[src/rtl/dmc_pkg.sv]
package dmc_pkg;

    typedef enum logic [2:0] {
        ST_IDLE    = 3'd0,
        ST_ROW     = 3'd1,
        ST_COL     = 3'd2,
        ST_OPEN    = 3'd3,
        ST_WB      = 3'd4,
        ST_PRE     = 3'd5,
        ST_REF_ROW = 3'd6,
        ST_REF_WB  = 3'd7
    } dmc_state_e;

endpackage

[src/rtl/dmc_phase_timer.sv]
module dmc_phase_timer #(
    parameter int W = 3
) (
    input  logic         clk,
    input  logic         rst_n,
    input  logic         load_i,
    input  logic [W-1:0] value_i,
    output logic         done_o
);

    logic [W-1:0] cnt_d, cnt_q;

    always_comb begin
        cnt_d = cnt_q;
        if (load_i) begin
            cnt_d = value_i;
        end else if (cnt_q != '0) begin
            cnt_d = cnt_q - 1'b1;
        end
    end

    always_ff @(posedge clk or negedge rst_n) begin
        if (!rst_n) cnt_q <= '0;
        else        cnt_q <= cnt_d;
    end

    assign done_o = (cnt_q == '0);

endmodule

[src/rtl/dmc_refresh_sched.sv]
module dmc_refresh_sched #(
    parameter int ROWS     = 256,
    parameter int INTERVAL = 179
) (
    input  logic                    clk,
    input  logic                    rst_n,
    input  logic                    done_i,
    output logic                    pending_o,
    output logic [$clog2(ROWS)-1:0] row_o
);

    localparam int RW = $clog2(ROWS);
    localparam int TW = $clog2(INTERVAL + 1);

    typedef struct packed {
        logic [TW-1:0] tmr;
        logic          pend;
        logic [RW-1:0] row;
    } sched_s;

    sched_s s_d, s_q;
    logic   tick;

    always_comb begin
        s_d  = s_q;
        tick = (s_q.tmr == TW'(INTERVAL - 1));
        s_d.tmr = tick ? '0 : s_q.tmr + 1'b1;
        if (done_i) begin
            s_d.pend = 1'b0;
            s_d.row  = (s_q.row == RW'(ROWS - 1)) ? '0 : s_q.row + 1'b1;
        end
        if (tick) s_d.pend = 1'b1;
    end

    always_ff @(posedge clk or negedge rst_n) begin
        if (!rst_n) s_q <= '0;
        else        s_q <= s_d;
    end

    assign pending_o = s_q.pend;
    assign row_o     = s_q.row;

endmodule

[src/rtl/dmc_addr_mux.sv]
module dmc_addr_mux
    import dmc_pkg::*;
#(
    parameter int W = 8
) (
    input  dmc_state_e   state_i,
    input  logic [W-1:0] req_row_i,
    input  logic [W-1:0] req_col_i,
    input  logic [W-1:0] open_row_i,
    input  logic [W-1:0] ref_row_i,
    output logic [W-1:0] addr_o
);

    always_comb begin
        case (state_i)
            ST_ROW:                addr_o = req_row_i;
            ST_COL:                addr_o = req_col_i;
            ST_WB, ST_OPEN:        addr_o = open_row_i;
            ST_REF_ROW, ST_REF_WB: addr_o = ref_row_i;
            default:               addr_o = '0;
        endcase
    end

endmodule

[src/rtl/dram_mux_ctrl.sv]
module dram_mux_ctrl
    import dmc_pkg::*;
#(
    parameter int ADDR_W         = 16,
    parameter int T_ROW          = 3,
    parameter int T_COL          = 1,
    parameter int T_WB           = 2,
    parameter int REFRESH_WINDOW = 50000,
    parameter int REF_SLACK      = 16
) (
    input  logic                clk,
    input  logic                rst_n,
    input  logic                req_valid,
    output logic                req_ready,
    input  logic                req_write,
    input  logic [ADDR_W-1:0]   req_addr,
    input  logic                req_wdata,
    output logic                rd_valid,
    output logic                rd_data,
    output logic [ADDR_W/2-1:0] dram_addr,
    output logic                dram_ras_n,
    output logic                dram_cas_n,
    output logic                dram_we_n,
    output logic                dram_din,
    input  logic                dram_dout
);

    localparam int HALF_W       = ADDR_W / 2;
    localparam int NUM_ROWS     = 1 << HALF_W;
    localparam int REF_INTERVAL = REFRESH_WINDOW / NUM_ROWS - REF_SLACK;
    localparam int TMR_W        = $clog2(T_ROW + T_COL + T_WB + 1);

    typedef struct packed {
        dmc_state_e        st;
        logic [HALF_W-1:0] open_row;
        logic [HALF_W-1:0] row;
        logic [HALF_W-1:0] col;
        logic              wr;
        logic              wd;
        logic              miss_pend;
        logic              rd_valid;
        logic              rd_data;
    } ctrl_s;

    ctrl_s             c_d, c_q;
    logic              accept;
    logic              phase_done;
    logic              tmr_load;
    logic [TMR_W-1:0]  tmr_val;
    logic              ref_pending;
    logic              ref_done;
    logic [HALF_W-1:0] ref_row;
    logic [HALF_W-1:0] in_row;
    logic [HALF_W-1:0] in_col;

    dmc_phase_timer #(.W(TMR_W)) u_timer (
        .clk     (clk),
        .rst_n   (rst_n),
        .load_i  (tmr_load),
        .value_i (tmr_val),
        .done_o  (phase_done)
    );

    dmc_refresh_sched #(.ROWS(NUM_ROWS), .INTERVAL(REF_INTERVAL)) u_sched (
        .clk       (clk),
        .rst_n     (rst_n),
        .done_i    (ref_done),
        .pending_o (ref_pending),
        .row_o     (ref_row)
    );

    dmc_addr_mux #(.W(HALF_W)) u_mux (
        .state_i    (c_q.st),
        .req_row_i  (c_q.row),
        .req_col_i  (c_q.col),
        .open_row_i (c_q.open_row),
        .ref_row_i  (ref_row),
        .addr_o     (dram_addr)
    );

    assign in_row    = req_addr[ADDR_W-1:HALF_W];
    assign in_col    = req_addr[HALF_W-1:0];
    assign req_ready = ((c_q.st == ST_IDLE) || (c_q.st == ST_OPEN)) && !ref_pending;
    assign accept    = req_valid && req_ready;

    always_comb begin
        c_d          = c_q;
        c_d.rd_valid = 1'b0;
        tmr_load     = 1'b0;
        tmr_val      = '0;
        ref_done     = 1'b0;
        case (c_q.st)
            ST_IDLE: begin
                if (ref_pending) begin
                    c_d.st   = ST_REF_ROW;
                    tmr_load = 1'b1;
                    tmr_val  = TMR_W'(T_ROW - 1);
                end else if (accept) begin
                    c_d.st       = ST_ROW;
                    c_d.row      = in_row;
                    c_d.col      = in_col;
                    c_d.wr       = req_write;
                    c_d.wd       = req_wdata;
                    c_d.open_row = in_row;
                    tmr_load     = 1'b1;
                    tmr_val      = TMR_W'(T_ROW - 1);
                end
            end
            ST_ROW: begin
                if (phase_done) begin
                    c_d.st   = ST_COL;
                    tmr_load = 1'b1;
                    tmr_val  = TMR_W'(T_COL - 1);
                end
            end
            ST_COL: begin
                if (phase_done) begin
                    c_d.st = ST_OPEN;
                    if (!c_q.wr) begin
                        c_d.rd_valid = 1'b1;
                        c_d.rd_data  = dram_dout;
                    end
                end
            end
            ST_OPEN: begin
                if (ref_pending) begin
                    c_d.st        = ST_WB;
                    c_d.miss_pend = 1'b0;
                    tmr_load      = 1'b1;
                    tmr_val       = TMR_W'(T_WB - 1);
                end else if (accept) begin
                    c_d.row = in_row;
                    c_d.col = in_col;
                    c_d.wr  = req_write;
                    c_d.wd  = req_wdata;
                    if (in_row == c_q.open_row) begin
                        c_d.st   = ST_COL;
                        tmr_load = 1'b1;
                        tmr_val  = TMR_W'(T_COL - 1);
                    end else begin
                        c_d.st        = ST_WB;
                        c_d.miss_pend = 1'b1;
                        tmr_load      = 1'b1;
                        tmr_val       = TMR_W'(T_WB - 1);
                    end
                end
            end
            ST_WB: begin
                if (phase_done) c_d.st = ST_PRE;
            end
            ST_PRE: begin
                if (c_q.miss_pend) begin
                    c_d.st        = ST_ROW;
                    c_d.miss_pend = 1'b0;
                    c_d.open_row  = c_q.row;
                    tmr_load      = 1'b1;
                    tmr_val       = TMR_W'(T_ROW - 1);
                end else if (ref_pending) begin
                    c_d.st   = ST_REF_ROW;
                    tmr_load = 1'b1;
                    tmr_val  = TMR_W'(T_ROW - 1);
                end else begin
                    c_d.st = ST_IDLE;
                end
            end
            ST_REF_ROW: begin
                if (phase_done) begin
                    c_d.st   = ST_REF_WB;
                    tmr_load = 1'b1;
                    tmr_val  = TMR_W'(T_WB - 1);
                end
            end
            ST_REF_WB: begin
                if (phase_done) begin
                    c_d.st   = ST_PRE;
                    ref_done = 1'b1;
                end
            end
            default: c_d.st = ST_IDLE;
        endcase
    end

    always_ff @(posedge clk or negedge rst_n) begin
        if (!rst_n) begin
            c_q    <= '0;
            c_q.st <= ST_IDLE;
        end else begin
            c_q <= c_d;
        end
    end

    assign dram_ras_n = (c_q.st == ST_IDLE) || (c_q.st == ST_PRE);
    assign dram_cas_n = (c_q.st != ST_COL);
    assign dram_we_n  = !((c_q.st == ST_COL) && c_q.wr);
    assign dram_din   = (c_q.st == ST_COL) ? c_q.wd : 1'b0;
    assign rd_valid   = c_q.rd_valid;
    assign rd_data    = c_q.rd_data;

endmodule

[config.mk]
export PLATFORM = sky130hd
export DESIGN_NAME = dram_mux_ctrl
export DESIGN_NICKNAME = d
export VERILOG_FILES = /design/src/rtl/dmc_pkg.sv /design/src/rtl/dmc_phase_timer.sv /design/src/rtl/dmc_refresh_sched.sv /design/src/rtl/dmc_addr_mux.sv /design/src/rtl/dram_mux_ctrl.sv
export SDC_FILE = /design/constraint.sdc
export NUM_CORES = 1
export LEC_CHECK = 0
export ABC_CLOCK_PERIOD_IN_PS = 3300
export BUFFER_PORTS_ARGS = -buffer_cell sky130_fd_sc_hd__buf_2
export CORE_MARGIN = 2
export CORE_UTILIZATION = 63
export DETAILED_ROUTE_END_ITERATION = 8
export PLACE_DENSITY = 0.87
export REMOVE_ABC_BUFFERS = 1
export SLEW_MARGIN = 10
export SYNTH_ARGS = -nofsm -noshare
export SYNTH_HDL_FRONTEND = slang
export SYNTH_SLANG_ARGS = --single-unit
[constraint.sdc]
create_clock -name clk -period 3.3 [get_ports clk]
set_input_delay 0.33 -clock clk [delete_from_list [all_inputs] [get_ports clk]]
set_output_delay 0.33 -clock clk [all_outputs]
set_load 0.1 [all_outputs]
* Word level (Yosys, flattened, before mapping)
Cells that the tools add are included.
Storage, ports and cells: bits in registers 52, bits of input ports 22, word-level logic and storage cells 113, output and inout bits 15
Operators by class: reductions and logical operators 25, $add $sub $neg 3, mux-type cells 48, eq/ne operators 23, bitwise operators 1
Operator list (number):
- 3-bit two-way mux | 15
- 18-bit case mux with 2 select lines | 1
- 8-bit case mux with 4 select lines | 1
- 29-bit two-way mux | 1
- 26-bit two-way mux | 1
- 8-bit two-way mux | 3
- 3-bit case mux with 7 select lines | 1
- 19-bit two-way mux | 1
- 18-bit two-way mux | 1
- 8-bit by 1-bit adder with 8-bit output (second input constant) | 2
- 8-bit equality test (second input constant) | 2
- 2-bit != test (second input constant) | 8
- 8-bit case mux with 2 select lines | 1
- 3-bit equality test (second input constant) | 4
- 1-bit two-way mux | 12
- 2-bit two-way mux | 6
- 3-bit by 2-bit != test with 1-bit output (second input constant) | 4
- 3-bit case mux with 4 select lines | 1
- 2-bit nonzero test | 5
- 2-bit OR reduction | 5
- 9-bit two-way mux | 1
- 8-bit equality test | 1
- 3-bit by 2-bit equality test with 1-bit output (second input constant) | 2
- 3-bit logical NOT | 2
- 14 further kinds | 19

* Longest topological paths before layout
depth in word-level cells 8, depth in mapped cells 9, mapped depth without buffers 7

* By module
Synthesis repeated with hierarchy kept, for this count alone.
Second synthesis, totals: cell total of the unflattened synthesis 313, area total of the unflattened synthesis 3121.7 µm²
By module, submodules not included:
- dram_mux_ctrl | area an instance 1714.1 µm², sequential area each 800.8 µm², cells an instance 162, times used 1
- dmc_refresh_sched | area an instance 880.8 µm², sequential area each 425.4 µm², cells an instance 81, times used 1
- dmc_addr_mux | area an instance 326.6 µm², sequential area each 0.0 µm², cells an instance 49, times used 1
- dmc_phase_timer | area an instance 200.2 µm², sequential area each 75.1 µm², cells an instance 21, times used 1

* Least setup slack after synthesis
No wires, ideal clock.
kind flip-flop to output port, start register c_q[29] (netlist name), end output dram_addr[7], buffers on the path 3, slack 0.539 ns, data arrival time 2.431 ns, required time 2.970 ns, cell stages (with the launch flop) 6, cells stage by stage dfrtp_1 > buf_6 > clkbuf_1 > clkbuf_1 > a221oi_1 > nor2_1
Between the ends: word-level cells in the longest chain between the ends 3, elaborated cells between the ends (all ways) 9, classes of those cells eq/ne: 6; mux: 1; reduce/logical: 2
Ends and longest elaborated chain:
- start: declaration | line dram_mux_ctrl.sv:45 | ctrl_s c_d, c_q;
- 3-bit equality test or 3-bit by 2-bit equality test with 1-bit output (tied branches) | line dmc_addr_mux.sv:15 | case (state_i)
- 2-bit OR reduction | line dmc_addr_mux.sv:15
- 8-bit case mux with 4 select lines * | line dmc_addr_mux.sv:15
- end: declaration | line dram_mux_ctrl.sv:20 | output logic [ADDR_W/2-1:0] dram_addr,
Every way passes the cells marked *; elsewhere a longest branch is shown, timed or not.

* Final worst setup path
start register c_q[30] (netlist name), end output dram_addr[6]
The elaborated chain is that of the path after synthesis.

==> results.txt <==
The run finished, with violations left. The final reports fail on hold timing. The critical path goes through buf_4 > mux2_2 > a221oi_1 > nor2_1 > buf_2.

The number of buffers on the longest clock path is 2. The number of resized instances in the post-cts repair step came out at 0. The number of antenna violations at the first check in global routing came out at 0. The residual DRC count was 0; the time the final worst path needs with I/O delays and setup was 2.75 ns. STA puts the critical path data required time at 2.97 ns.

The run gives -0.0269 ns as the worst hold-check slack. The clock slew seen by the registers of the worst setup and hold paths was 0.11 ns. The routed wirelength normalized by instance count is 18.5 microns, and the number of global-route vias before repair is 2419. Post-synthesis instance area: 0.00302 sq mm.

The run gives 11500 microns as the wire length of the first global-routing pass. For the worst-skew pair, the clock arrives at the later sink with an insertion delay of 0.32 ns. The tools report the clock sink total as 52. The clock tree synthesis step divided the H-tree into 2 levels. The vias per cell was 6.41.

The total wirelength of the detailed-routed design came out at 6970 microns. The post-route clock period utilization is 83.2%, and the global-route total usage across every layer is 28.2%. The starting density of the core is 64.7%, and the number of placed I/O pins is 37. In this run, CTS created clock tree buffers numbering 5. Among all flip-flop cells after synthesis, the most frequent one is sky130_fd_sc_hd__dfrtp_1. Setup repair after global routing left no endpoint under its margin.

In this design, the stage delay of the slowest critical-path cell is 0.73 ns. For the count of final hold-check violations, the log shows 23. Measured along the y axis, the die boundary spans 73.2 microns. The number of enable flip-flop cells after synthesis was 0. Top fanout value on the critical path: 20.

The count of port buffers added during placement was 36. The synthesized area divided by synthesized cell count is 10.3 sq um. The number of instances in the synthesized netlist was 294; the clock skew after layout was 0.00766 ns. The remaining antenna violation count was 0; the transition time at the pin with the least slew margin was 1.12 ns.

Setup violations remaining at the end of the flow were counted as 0. The first detailed-routing pass took 5 iterations. The area of the core was 0.00466 sq mm; the number of core rows was 25. The logs give 208 for the violation count after the first detailed-route iteration and 0 for the number of max-cap violations.

STA classifies the critical path startpoint as a flop. The fraction of registers with async set/reset came out at 100%. For the layout net count, the log shows 348. The layout cell share with drive strength beyond 1 was 26.1%.

For this design, the slowest cell found on the critical path is sky130_fd_sc_hd__dfrtp_1. The logs give 43.2% for the part of the Yosys area used for sequential elements and 0.861 for the placer's final routability congestion estimate. The distinct cell type count of the synthesized netlist was 47.

From left edge to right edge, the die measures 73.2 microns. TritonCTS built the clock tree. The total vias in the final route came out at 2412.

The die covers 0.00536 sq mm. 0 antenna diodes ended up in the layout. After clock tree synthesis, the flow added hold-fix buffers numbering 0. The max-slew violation count is 0.

The tools report the sum of negative setup slack as 0 ns. The number of buffers added for setup after CTS was 0; the worst slew slack as a fraction of its limit was 24.6%. Type of destination of the critical path: a primary output. The type of the worst setup path is flop to primary output. The tools report the count of warnings emitted by yosys as 0.

Data on the critical path arrives at its endpoint at 2.42 ns. After global routing the overflow that remains totals 0. In this run the worst hold path is classified as input port to async pin. Entering global routing, the biggest net connects 30 pins.

Once detailed placement completed, the half-perimeter wirelength came to 4640 microns. The area growth from synthesis to layout is 9.46%. The cell sitting at the root of the clock tree is a sky130_fd_sc_hd__clkbuf_8. The number of register bits inferred by synthesis came out at 52. Static timing analysis puts the maximum clock frequency at 364 MHz.
==> metal layers <==
layer	vias to the layer above	global-route usage [%]	wire length (microns)
li1	1125	-	-
met1	1180	38.7	3090
met2	97	45.1	3330
met3	10	5.25	471
met4	0	9.47	75
met5	-	0	0
==> final timing paths <==
| check | from | to | slack, ns | cells past startpoint |
|---|---|---|---|---|
| min reg2reg | c_q[3] | c_q[3] | 0.51 | 1 |
| max | c_q[30] | dram_addr[6] | 0.55 | 5 |
| min in group clk | req_addr[1] | c_q[6] | 0.23 | 2 |
| max reg2reg | c_q[31] | c_q[22] | 1.08 | 5 |
| min | rst_n | u_sched.row_o[6] | -0.03 | 1 |
| max in group asynchronous | rst_n | u_sched.s_q[13] | 2.55 | 2 |
==> critical path, delay by kind of cell (launching register included) <==
family          cells  cell delay, ns
compound gates      1            0.24
buf+inv             2            0.66
flops               1            0.73
mux                 1            0.36
simple gates        1            0.09
==> cells by family after synthesis <==
logic type / Yosys count / share of synthesized area, %
flops: 52 / 43.2
buf+inv: 26 / 4.32
xor+xnor: 17 / 4.94
mux: 38 / 15.0
compound gates: 67 / 15.3
fa+ha+maj: 5 / 2.07
simple gates: 89 / 15.2
==> layout make-up <==
class,count,area [sq um]
tap,54,67.6
multi-input combinational,216,1580
clock inverter,3,46.3
inverter,6,22.5
sequential,52,1300
timing repair buffer,40,210
clock buffer,5,68.8
fill,338,1360
==> cells in the mapped netlist (3+ instances only) <==
| master | number | area, sq um |
|---|---|---|
| sky130_fd_sc_hd__ha_1 | 5 | 62.6 |
| sky130_fd_sc_hd__nor2_1 | 39 | 146 |
| sky130_fd_sc_hd__mux2_2 | 18 | 203 |
| sky130_fd_sc_hd__mux2_4 | 10 | 150 |
| sky130_fd_sc_hd__mux2i_1 | 10 | 100 |
| sky130_fd_sc_hd__a221oi_1 | 17 | 149 |
| sky130_fd_sc_hd__o21ai_0 | 10 | 50.1 |
| sky130_fd_sc_hd__xor2_1 | 11 | 96.3 |
| sky130_fd_sc_hd__buf_2 | 5 | 25.0 |
| sky130_fd_sc_hd__o31ai_1 | 3 | 22.5 |
| sky130_fd_sc_hd__nor3_1 | 4 | 20.0 |
| sky130_fd_sc_hd__clkbuf_1 | 11 | 41.3 |
| sky130_fd_sc_hd__o211ai_1 | 3 | 22.5 |
| sky130_fd_sc_hd__nand2_1 | 12 | 45.0 |
| sky130_fd_sc_hd__nand4_1 | 6 | 37.5 |
| sky130_fd_sc_hd__and4_1 | 4 | 35.0 |
| sky130_fd_sc_hd__inv_1 | 5 | 18.8 |
| sky130_fd_sc_hd__nand3_1 | 9 | 45.0 |
| sky130_fd_sc_hd__dfrtp_1 | 52 | 1300 |
| sky130_fd_sc_hd__xnor2_1 | 6 | 52.6 |
| sky130_fd_sc_hd__buf_6 | 3 | 33.8 |
| sky130_fd_sc_hd__a32oi_1 | 3 | 26.3 |
| sky130_fd_sc_hd__a21oi_1 | 17 | 85.1 |
==> layout by cell type (no fill, tap or decap), types with 4 or more instances in the layout <==
| master | instances |
|---|---|
| sky130_fd_sc_hd__mux2_4 | 10 |
| sky130_fd_sc_hd__mux2i_1 | 10 |
| sky130_fd_sc_hd__dfrtp_1 | 52 |
| sky130_fd_sc_hd__o21ai_0 | 10 |
| sky130_fd_sc_hd__and4_1 | 4 |
| sky130_fd_sc_hd__buf_2 | 36 |
| sky130_fd_sc_hd__buf_4 | 4 |
| sky130_fd_sc_hd__clkbuf_8 | 5 |
| sky130_fd_sc_hd__mux2_2 | 18 |
| sky130_fd_sc_hd__xor2_1 | 11 |
| sky130_fd_sc_hd__nand4_1 | 6 |
| sky130_fd_sc_hd__nand2_1 | 12 |
| sky130_fd_sc_hd__ha_1 | 5 |
| sky130_fd_sc_hd__nor3_1 | 4 |
| sky130_fd_sc_hd__nor2_1 | 39 |
| sky130_fd_sc_hd__inv_1 | 5 |
| sky130_fd_sc_hd__nand3_1 | 9 |
| sky130_fd_sc_hd__a221oi_1 | 17 |
| sky130_fd_sc_hd__xnor2_1 | 6 |
| sky130_fd_sc_hd__a21oi_1 | 17 |
==> stage by stage <==
stage	setup WS (ns)	area, sq um	instances	util, %
floorplan	0.207	2910	274	-
global placement	1.01	3190	368	68.3
detailed placement	0.959	3190	368	68.3
CTS	0.588	3300	376	70.8
global route	0.475	3300	376	70.8
finish	0.554	3300	376	70.8
==> sequential cells by signal, summed over array words and instances (netlist names) <==
signal and flops:
c_q 30, rd_data 1, rd_valid 1, u_sched.pending_o 1, u_sched.row_o 8, u_sched.s_q 8
u_timer.cnt_q 3
Power is not shown: default switching activity piles up to over one toggle a cycle in this logic, so the estimate is an artifact.
